$ cat config.mk
export PLATFORM = sky130hd
export DESIGN_NAME = vld_length_decoder
export DESIGN_NICKNAME = d
export VERILOG_FILES = /design/src/rtl/vld_pkg.sv /design/src/rtl/vld_chain_scan.sv /design/src/rtl/vld_assemble.sv /design/src/rtl/vld_length_decoder.sv
export SDC_FILE = /design/constraint.sdc
export NUM_CORES = 1
export LEC_CHECK = 0
export BUFFER_PORTS_ARGS = -buffer_cell sky130_fd_sc_hd__buf_2
export CORE_MARGIN = 5
export CORE_UTILIZATION = 27
export DETAILED_ROUTE_END_ITERATION = 16
export PLACE_DENSITY = 0.87
export SETUP_SLACK_MARGIN = 0.2
export SYNTH_ARGS = -nofsm -noshare
export SYNTH_HDL_FRONTEND = slang
export SYNTH_SLANG_ARGS = --single-unit
$ cat constraint.sdc
create_clock -name vclk -period 2.69
set_clock_uncertainty 0.2 [all_clocks]
set_input_delay 0.538 -clock vclk [all_inputs]
set_output_delay 0.538 -clock vclk [all_outputs]
set_load 0.005 [all_outputs]
$ cat src/rtl/vld_pkg.sv
package vld_pkg;
    localparam int unsigned PARCEL_W    = 16;
    localparam int unsigned MAX_PARCELS = 4;
    localparam int unsigned LEN_W       = $clog2(MAX_PARCELS + 1);
    localparam int unsigned WORD_W      = PARCEL_W * MAX_PARCELS;

    typedef enum logic [0:0] {
        ST_IDLE = 1'b0,
        ST_HOLD = 1'b1
    } offer_state_e;
endpackage

$ cat src/rtl/vld_chain_scan.sv
module vld_chain_scan #(
    parameter int unsigned MAX_PARCELS = vld_pkg::MAX_PARCELS,
    parameter int unsigned LEN_W       = vld_pkg::LEN_W
) (
    input  logic [MAX_PARCELS-1:0] cont_flags,
    input  logic [LEN_W-1:0]       avail,
    output logic [LEN_W-1:0]       chain_len,
    output logic                   complete,
    output logic                   bad_tail
);
    // Walk the continue flags; the last slot always closes the chain.
    always_comb begin
        logic found;
        found     = 1'b0;
        chain_len = '0;
        for (int i = 0; i < int'(MAX_PARCELS); i++) begin
            if (!found && (i == int'(MAX_PARCELS) - 1 || !cont_flags[i])) begin
                found     = 1'b1;
                chain_len = LEN_W'(i + 1);
            end
        end
    end

    assign complete = (avail >= chain_len);
    assign bad_tail = (chain_len == LEN_W'(MAX_PARCELS)) && cont_flags[MAX_PARCELS-1];
endmodule

$ cat src/rtl/vld_assemble.sv
module vld_assemble #(
    parameter int unsigned PARCEL_W    = vld_pkg::PARCEL_W,
    parameter int unsigned MAX_PARCELS = vld_pkg::MAX_PARCELS,
    parameter int unsigned LEN_W       = vld_pkg::LEN_W,
    localparam int unsigned WORD_W     = PARCEL_W * MAX_PARCELS
) (
    input  logic [WORD_W-1:0] parcels,
    input  logic [LEN_W-1:0]  use_len,
    output logic [WORD_W-1:0] word
);
    // Slot k of the window lands k parcels below the top of the word.
    for (genvar k = 0; k < int'(MAX_PARCELS); k++) begin : g_slot
        assign word[WORD_W-1-k*PARCEL_W -: PARCEL_W] =
            (int'(use_len) > k) ? parcels[k*PARCEL_W +: PARCEL_W] : '0;
    end
endmodule

$ cat src/rtl/vld_length_decoder.sv
module vld_length_decoder #(
    parameter int unsigned PARCEL_W    = vld_pkg::PARCEL_W,
    parameter int unsigned MAX_PARCELS = vld_pkg::MAX_PARCELS,
    localparam int unsigned LEN_W      = $clog2(MAX_PARCELS + 1),
    localparam int unsigned WORD_W     = PARCEL_W * MAX_PARCELS
) (
    input  logic              clk,
    input  logic              rst_n,
    input  logic [WORD_W-1:0] win_parcels,
    input  logic [LEN_W-1:0]  win_count,
    input  logic              out_ready,
    output logic              out_valid,
    output logic [LEN_W-1:0]  out_len,
    output logic [WORD_W-1:0] out_insn,
    output logic              out_illegal,
    output logic              out_incomplete,
    output logic [LEN_W-1:0]  consume_cnt
);
    import vld_pkg::*;

    logic [MAX_PARCELS-1:0] cont_flags;
    logic [LEN_W-1:0]       chain_len;
    logic                   complete;
    logic                   bad_tail;
    offer_state_e           state_q, state_d;

    for (genvar k = 0; k < int'(MAX_PARCELS); k++) begin : g_flag
        assign cont_flags[k] = win_parcels[k*PARCEL_W];
    end

    vld_chain_scan #(.MAX_PARCELS(MAX_PARCELS), .LEN_W(LEN_W)) u_scan (
        .cont_flags (cont_flags),
        .avail      (win_count),
        .chain_len  (chain_len),
        .complete   (complete),
        .bad_tail   (bad_tail)
    );

    vld_assemble #(.PARCEL_W(PARCEL_W), .MAX_PARCELS(MAX_PARCELS), .LEN_W(LEN_W)) u_asm (
        .parcels (win_parcels),
        .use_len (out_len),
        .word    (out_insn)
    );

    // Offer tracker state register.
    always_ff @(posedge clk or negedge rst_n) begin
        if (!rst_n) state_q <= ST_IDLE;
        else        state_q <= state_d;
    end

    // Next state and outputs.
    always_comb begin
        out_valid      = complete;
        out_incomplete = (win_count != '0) && !complete;
        out_len        = complete ? chain_len : '0;
        out_illegal    = complete && bad_tail;
        consume_cnt    = (complete && out_ready) ? chain_len : '0;
        unique case (state_q)
            ST_IDLE: state_d = (out_valid && !out_ready) ? ST_HOLD : ST_IDLE;
            ST_HOLD: state_d = (out_valid && !out_ready) ? ST_HOLD : ST_IDLE;
            default: state_d = ST_IDLE;
        endcase
    end

    // Assertions
    a_r1_len_range: assert property (@(posedge clk) disable iff (!rst_n)
        out_valid |-> (out_len >= LEN_W'(1)) && (out_len <= LEN_W'(MAX_PARCELS)));
    a_r2_illegal_full: assert property (@(posedge clk) disable iff (!rst_n)
        out_illegal |-> out_valid && (out_len == LEN_W'(MAX_PARCELS)));
    a_r3_valid_excl: assert property (@(posedge clk) disable iff (!rst_n)
        !(out_valid && out_incomplete));
    a_r3_fits_window: assert property (@(posedge clk) disable iff (!rst_n)
        out_valid |-> (out_len <= win_count));
    a_r4_zero_tail: assert property (@(posedge clk) disable iff (!rst_n)
        (out_len == LEN_W'(1)) |-> (out_insn[WORD_W-PARCEL_W-1:0] == '0));
    a_r5_consume_hs: assert property (@(posedge clk) disable iff (!rst_n)
        (consume_cnt != '0) |-> (out_valid && out_ready && consume_cnt == out_len));
    // an offer left pending must be shown again unchanged (buffer obligation)
    a_r5_offer_stable: assert property (@(posedge clk) disable iff (!rst_n)
        (state_q == ST_HOLD) |-> out_valid && $stable(out_insn));
    a_r6_count_bound: assert property (@(posedge clk) disable iff (!rst_n)
        win_count <= LEN_W'(MAX_PARCELS));
endmodule

==> results of run 1 <==
[layer usage]
metal  global-route usage  vias to the layer above  routed length, um
met3               0.0320                        4                373
met5                    0                        -                  0
met2                0.317                       71               2170
li1                     -                      645                  -
met4              0.00779                        0                 42
met1                0.158                      578               1410
[path summary, 6_finish.rpt]
check / startpoint / to / slack, ps / cells past startpoint
hold / removal: win_parcels[8] / out_insn[56] / 1140 / 3
setup / recovery: win_parcels[32] / out_insn[12] / 30 / 10
[synthesized netlist by cell type (all sizes together)]
library cell	n	share of area
inv	3	0.021
nor2b	1	0.018
buf	9	0.12
and3	31	0.25
o21a	1	0.019
ha	3	0.049
and2	19	0.15
clkbuf	3	0.016
nor2	5	0.024
a21oi	1	0.011
nand2	3	0.015
nor3b	18	0.28
o21ai	1	0.0065
nand3	2	0.013
nor3	1	0.0065
[cell families after synthesis]
group,Yosys count
adders and majority gates,3
AOI/OAI and AO/OA,3
and+or+nand+nor,80
buffers and inverters,15
[timing repair]
action                     in CTS  in global routing
gates cloned                    1                  4
buffers inserted                1                  6
setup endpoints to repair      73                 72
gates resized for setup        23                 27
pin swaps                       6                 19
[cell type report]
class	count	area (um^2)
Fill cell	266	921
Inverter	3	28.8
Multi-Input combinational cell	86	776
Tap cell	31	38.8
Timing Repair Buffer	157	960
Timing Repair inverter	3	33.8
[power by group through the flow]
stage,clock [W],sequential [W],combinational [W]
floorplan,0,0,0.000143
global placement,0,0,0.000234
detailed placement,0,0,0.000240
CTS,0,0,0.000275
global route,0,0,0.000380
finish,0,0,0.000350
[stage by stage]
step	setup slack (ps)	util	instance area, um^2
6_report	26.0	0.666	1840
5_1_grt	-14.1	0.666	1840
4_1_cts	84.4	0.576	1590
3_5_place_dp	-7.17	0.532	1470
3_3_place_gp	27.3	0.532	1470
2_1_floorplan	203	-	796
[cells in the final DEF (no fill, tap or decap)]
cell type / count
buf_4: 10
buf_16: 1
inv_12: 1
clkinv_8: 1
o21ai_4: 1
buf_2: 137
nand3_4: 1
buf_12: 6
inv_1: 1
o21a_4: 1
buf_8: 1
nor2b_4: 1
nor3b_4: 1
buf_6: 1
nor2_1: 1
nand2_4: 2
nor3_1: 1
inv_4: 1
nand2_2: 1
nor3b_2: 17
nor2_2: 2
ha_4: 3
nor2_4: 2
clkbuf_16: 1
and3_1: 31
clkinv_4: 1
inv_8: 1
nand3_1: 1
a21oi_4: 1
and2_1: 19
==> metrics.md, run 1 <==
| Metric | Value |
|---|---|
| Total wire length | 4.00 mm |
| Unique masters post-synth | 19 |
| DP Cell Count | 268 |
| Share of the yosys chip area belonging to registers | 0 |
| Achievable Freq | 0.375 GHz |
| Peak supply drop | 162 uV |
| Sequential Power Share | 0 |
| Top delay family on crit path | buffers and inverters |
| DP HPWL | 2.89 mm |
| Post-Synthesis Cell Area | 771 um^2 |
| DR vias | 1298 |
| Max stage delay on crit path | 250 ps |
| Total congestion overflow | 0 |
| IO Count | 143 |
| Status | finished, final reports clean |
| Hold_ws | 1140 ps |
| Crit Path Class | in2out |
| Crit-path slowest cell | ha_4 |
| Final slew viol count | 0 |
| Die H | 63.4 um |
| FF+latch count | 0 |
| Startpoint Class | primary input |
| Sw power | 0.000151 W |
| Largest family of logic cells by synthesized area | simple AND/OR/NAND/NOR gates |
| Clkbuf count | 0 |
| Initial Util | 0.279 |
| Switch share | 0.433 |
| Mux cell area share after synthesis | 0 |
| Combinational share of power | 1.000 |
| Worst hold path class | in2out |
| Area Overhead vs Synth | 138% |
| Synth Area in Compound Gates | 0.0373 |
| Crit path arrival time | 1930 ps |
| Row cnt | 19 |
| Final Instance Count excl. Fillers | 280 |
| Maximum fanout along the worst path | 6 |
| Adder and majority gate portion of the synthesized area | 0.0487 |
| Total Power | 0.000350 W |
| Cells along the critical path | buf_12, nand2_4, nand2_4, ha_4, nand2_2, o21a_4, buf_12, clkbuf_16, nor3b_2, buf_2 |
| Number of global-route vias before repair | 1164 |
| CTS Hold Bufs | 0 |
| Max_cap viols | 0 |
| Power share of the clock group | 0 |
| Final Cycle Share | 0.990 |
| First-pass GRT wire length | 5.31 mm |
| Vias per inst | 4.64 |
| ANT cells | 0 |
| PD cells | 190 nW/um^2 |
| Antenna violations before repair | 0 |
| Worst-margin pin slew | 381 ps |
| CP bufs+invs | 4 |
| RSZ-0062 raised after global routing | yes |
| Setup TNS | 0 ps |
| IO Port Bufs | 141 |
| Final setup violation count | 0 |
| Reg area | 0 um^2 |
| Avg WL per Cell | 14.3 um |
| Number of remaining DRC errors | 0 |
| Syn_nets | 174 |
| GP Congestion | 0.671 |
| Relative slew slack | 0.746 |
| Largest net degree at the start of global routing | 52 |
| Syn avg cell area | 7.63 um^2 |
| Die area | 4020 um^2 |
| Worst setup EP type | primary output |
| Cells after Synth | 101 |
| Ys Warns | 0 |
| Simple-gate share of the synthesized area | 0.761 |
| Die X-Extent | 63.4 um |
| DRT Pass-1 Iters | 3 |
| Core Area | 2760 um^2 |
| Final Hold Fails | 0 |
| All-Layer GR Usage | 0.153 |
| CP Data Required Time | 1950 ps |
| Int Pwr | 0.000198 W |
| Final min period | 2660 ps |
| Nets | 324 |
| Layout cells sized above 1 | 0.783 |
| First DRT Iteration DRCs | 20 |
| Post-Synth XOR/XNOR Area | 0 |
| Static leakage | 1.13 nW |
| Final ANT Viol Nets | 0 |
Power figures use the tool's default switching activity.
==> run 2, diff against run 1 <==
Settings changed: CORE_MARGIN 5 to unset, MAX_ROUTING_LAYER set to met4.
==> run 2 against run 1 <==
Effect of this change:
- combinational power increased by 32%
- sequential share of layout area unchanged
- via count increased by 13%
- die area decreased by 24%
- global-route usage increased by 8.4 points
- clock-buffer cell count unchanged
- non-clock buffer count increased by 7
- final cell count increased by 3.9%
- maximum frequency increased by 1.7%
- critical path depth decreased by 1
- wire length increased by 21%
- highest routed layer unchanged
==> metrics.md, run 2 (synthesized netlist as in run 1, its figures left out) <==
| Metric | Value |
|---|---|
| Relative slew slack | 0.677 (-0.0690) |
| Core Area | 2730 um^2 (-0.86%) |
| Area Overhead vs Synth | 197% |
| Most frequent cells in the layout | buf_2, buf_6, and3_4 |
| Avg WL per Cell | 16.6 um (+17%) |
| Number of remaining DRC errors | 0 (unchanged) |
| ANT cells | 0 (unchanged) |
| Total wire length | 4.84 mm (+21%) |
| Number of global-route vias before repair | 1294 (+11%) |
| All-Layer GR Usage | 0.237 (+0.0843) |
| Final slew viol count | 0 (unchanged) |
| Die H | 55.4 um (-13%) |
| Max_cap viols | 0 (unchanged) |
| GP Congestion | 0.742 (+11%) |
| Final min period | 2620 ps (-44.6 ps) |
| DP HPWL | 2.24 mm (-22%) |
| Int Pwr | 0.000271 W (+37%) |
| Nets | 335 (+3.4%) |
| Switch share | 0.415 (-0.0178) |
| Layout cells sized above 1 | 0.908 (+0.125) |
| Sw power | 0.000192 W (+27%) |
| Final Instance Count excl. Fillers | 291 (+3.9%) |
| Die X-Extent | 55.4 um (-13%) |
| Reg area | 0 um^2 (unchanged) |
| Total congestion overflow | 0 (unchanged) |
| Worst hold path class | in2out |
| FF+latch count | 0 (unchanged) |
| Commonest non-fill, non-tap cell in the layout | buf_2 |
| CTS Hold Bufs | 0 (unchanged) |
| DR vias | 1461 (+13%) |
| Worst setup EP type | primary output |
| IO Port Bufs | 141 (unchanged) |
| Sequential Power Share | 0 (unchanged) |
| Final Cycle Share | 0.974 (-0.0166) |
| First-pass GRT wire length | 5.89 mm (+11%) |
| Power share of the clock group | 0 (unchanged) |
| Clkbuf count | 0 (unchanged) |
| DP Cell Count | 268 (unchanged) |
| CP Data Required Time | 1950 ps (about the same) |
| Die area | 3070 um^2 (-24%) |
| Worst-margin pin slew | 484 ps (+104 ps) |
| Crit Path Class | in2out |
| Largest net degree at the start of global routing | 21 (-60%) |
| First DRT Iteration DRCs | 52 (+160%) |
| Crit path arrival time | 1880 ps (-50 ps) |
| DRT Pass-1 Iters | 4 (+1) |
| Row cnt | 19 (unchanged) |
| Initial Util | 0.282 (+0.00243) |
| Antenna violations before repair | 0 (unchanged) |
| Combinational share of power | 1.000 (about the same) |
| Final Hold Fails | 0 (unchanged) |
| PD cells | 202 nW/um^2 (+6.4%) |
| Final setup violation count | 0 (unchanged) |
| Startpoint Class | primary input |
| Fillers | 163 (-39%) |
| Static leakage | 1.21 nW (+6.3%) |
| IO Count | 143 (unchanged) |
| RSZ-0062 raised after global routing | yes |
| Multi-input logic area | 942 um^2 (+21%) |
| Vias per inst | 5.02 (+8.3%) |
| Achievable Freq | 0.382 GHz (+1.7%) |
| Maximum fanout along the worst path | 6 (unchanged) |
| Peak supply drop | 159 uV (-1.7%) |
| Final ANT Viol Nets | 0 (unchanged) |
| Total Power | 0.000463 W (+32%) |
| Status | finished, final reports clean |
==> run 2: changes by cell type in the layout (fill, tap and decap cells not counted), sizes merged <==
cell / change
clkinv: -2
inv: +5
o21a: +1
buf: +7
==> run 2: area by class of cell <==
type	count	share of cell area
tap	31	0.0170
inverter	3	0.0115
timing repair buffer	164	0.534
timing repair inverter	6	0.0252
multi-input combinational	87	0.412
==> run 2: critical path: stages <==
cell     delay, ps
buf_12         110
o21ai_4        160
ha_4           220
nor2b_4        150
o21a_4         200
buf_12         160
inv_8           50
and3_4         170
buf_6          110
==> run 2: what timing repair did <==
action | in CTS | in global routing
endpoints found under the setup margin | 73 | 73
resized for setup | 59 | 59
pin swaps | 43 | 27
buffers inserted | 11 | 2
hold endpoints to repair | 0 | 0
cloned | 9 | 1
==> run 2: per-layer routing <==
metal / track usage / up-vias / wire length [um]
li1: - / 675 / -
met1: 0.243 / 702 / 1680
met2: 0.480 / 74 / 2810
met3: 0.0234 / 10 / 252
met4: 0.0429 / 0 / 99
met5: - / - / 0
==> run 2: power groups by stage <==
stage	registers (W)	clock network, W	logic (W)
after detailed placement	0	0	0.000242
after CTS	0	0	0.000377
final	0	0	0.000463
after global placement	0	0	0.000236
after global routing	0	0	0.000489
after floorplan	0	0	0.000143
==> run 2: path summary, 6_finish.rpt <==
check	endpoint	slack (ps)	cells after the start	startpoint
setup / recovery	out_insn[45]	70	9	win_parcels[32]
hold / removal	out_insn[52]	1140	3	win_parcels[4]
==> run 2: metrics by stage <==
stage | util | TNS [ps] | cell area, um^2 | hold WS, ps | setup slack (ps)
after floorplan | - | 0 | 796 | 974 | 203
final | 0.836 | 0 | 2290 | 1140 | 70.6
after global placement | 0.541 | 0 | 1480 | 1140 | 19.0
after CTS | 0.710 | 0 | 1940 | 1140 | 78.1
after global routing | 0.836 | 0 | 2290 | 1150 | 33.4
after detailed placement | 0.541 | -67.0 | 1480 | 1140 | -41.3
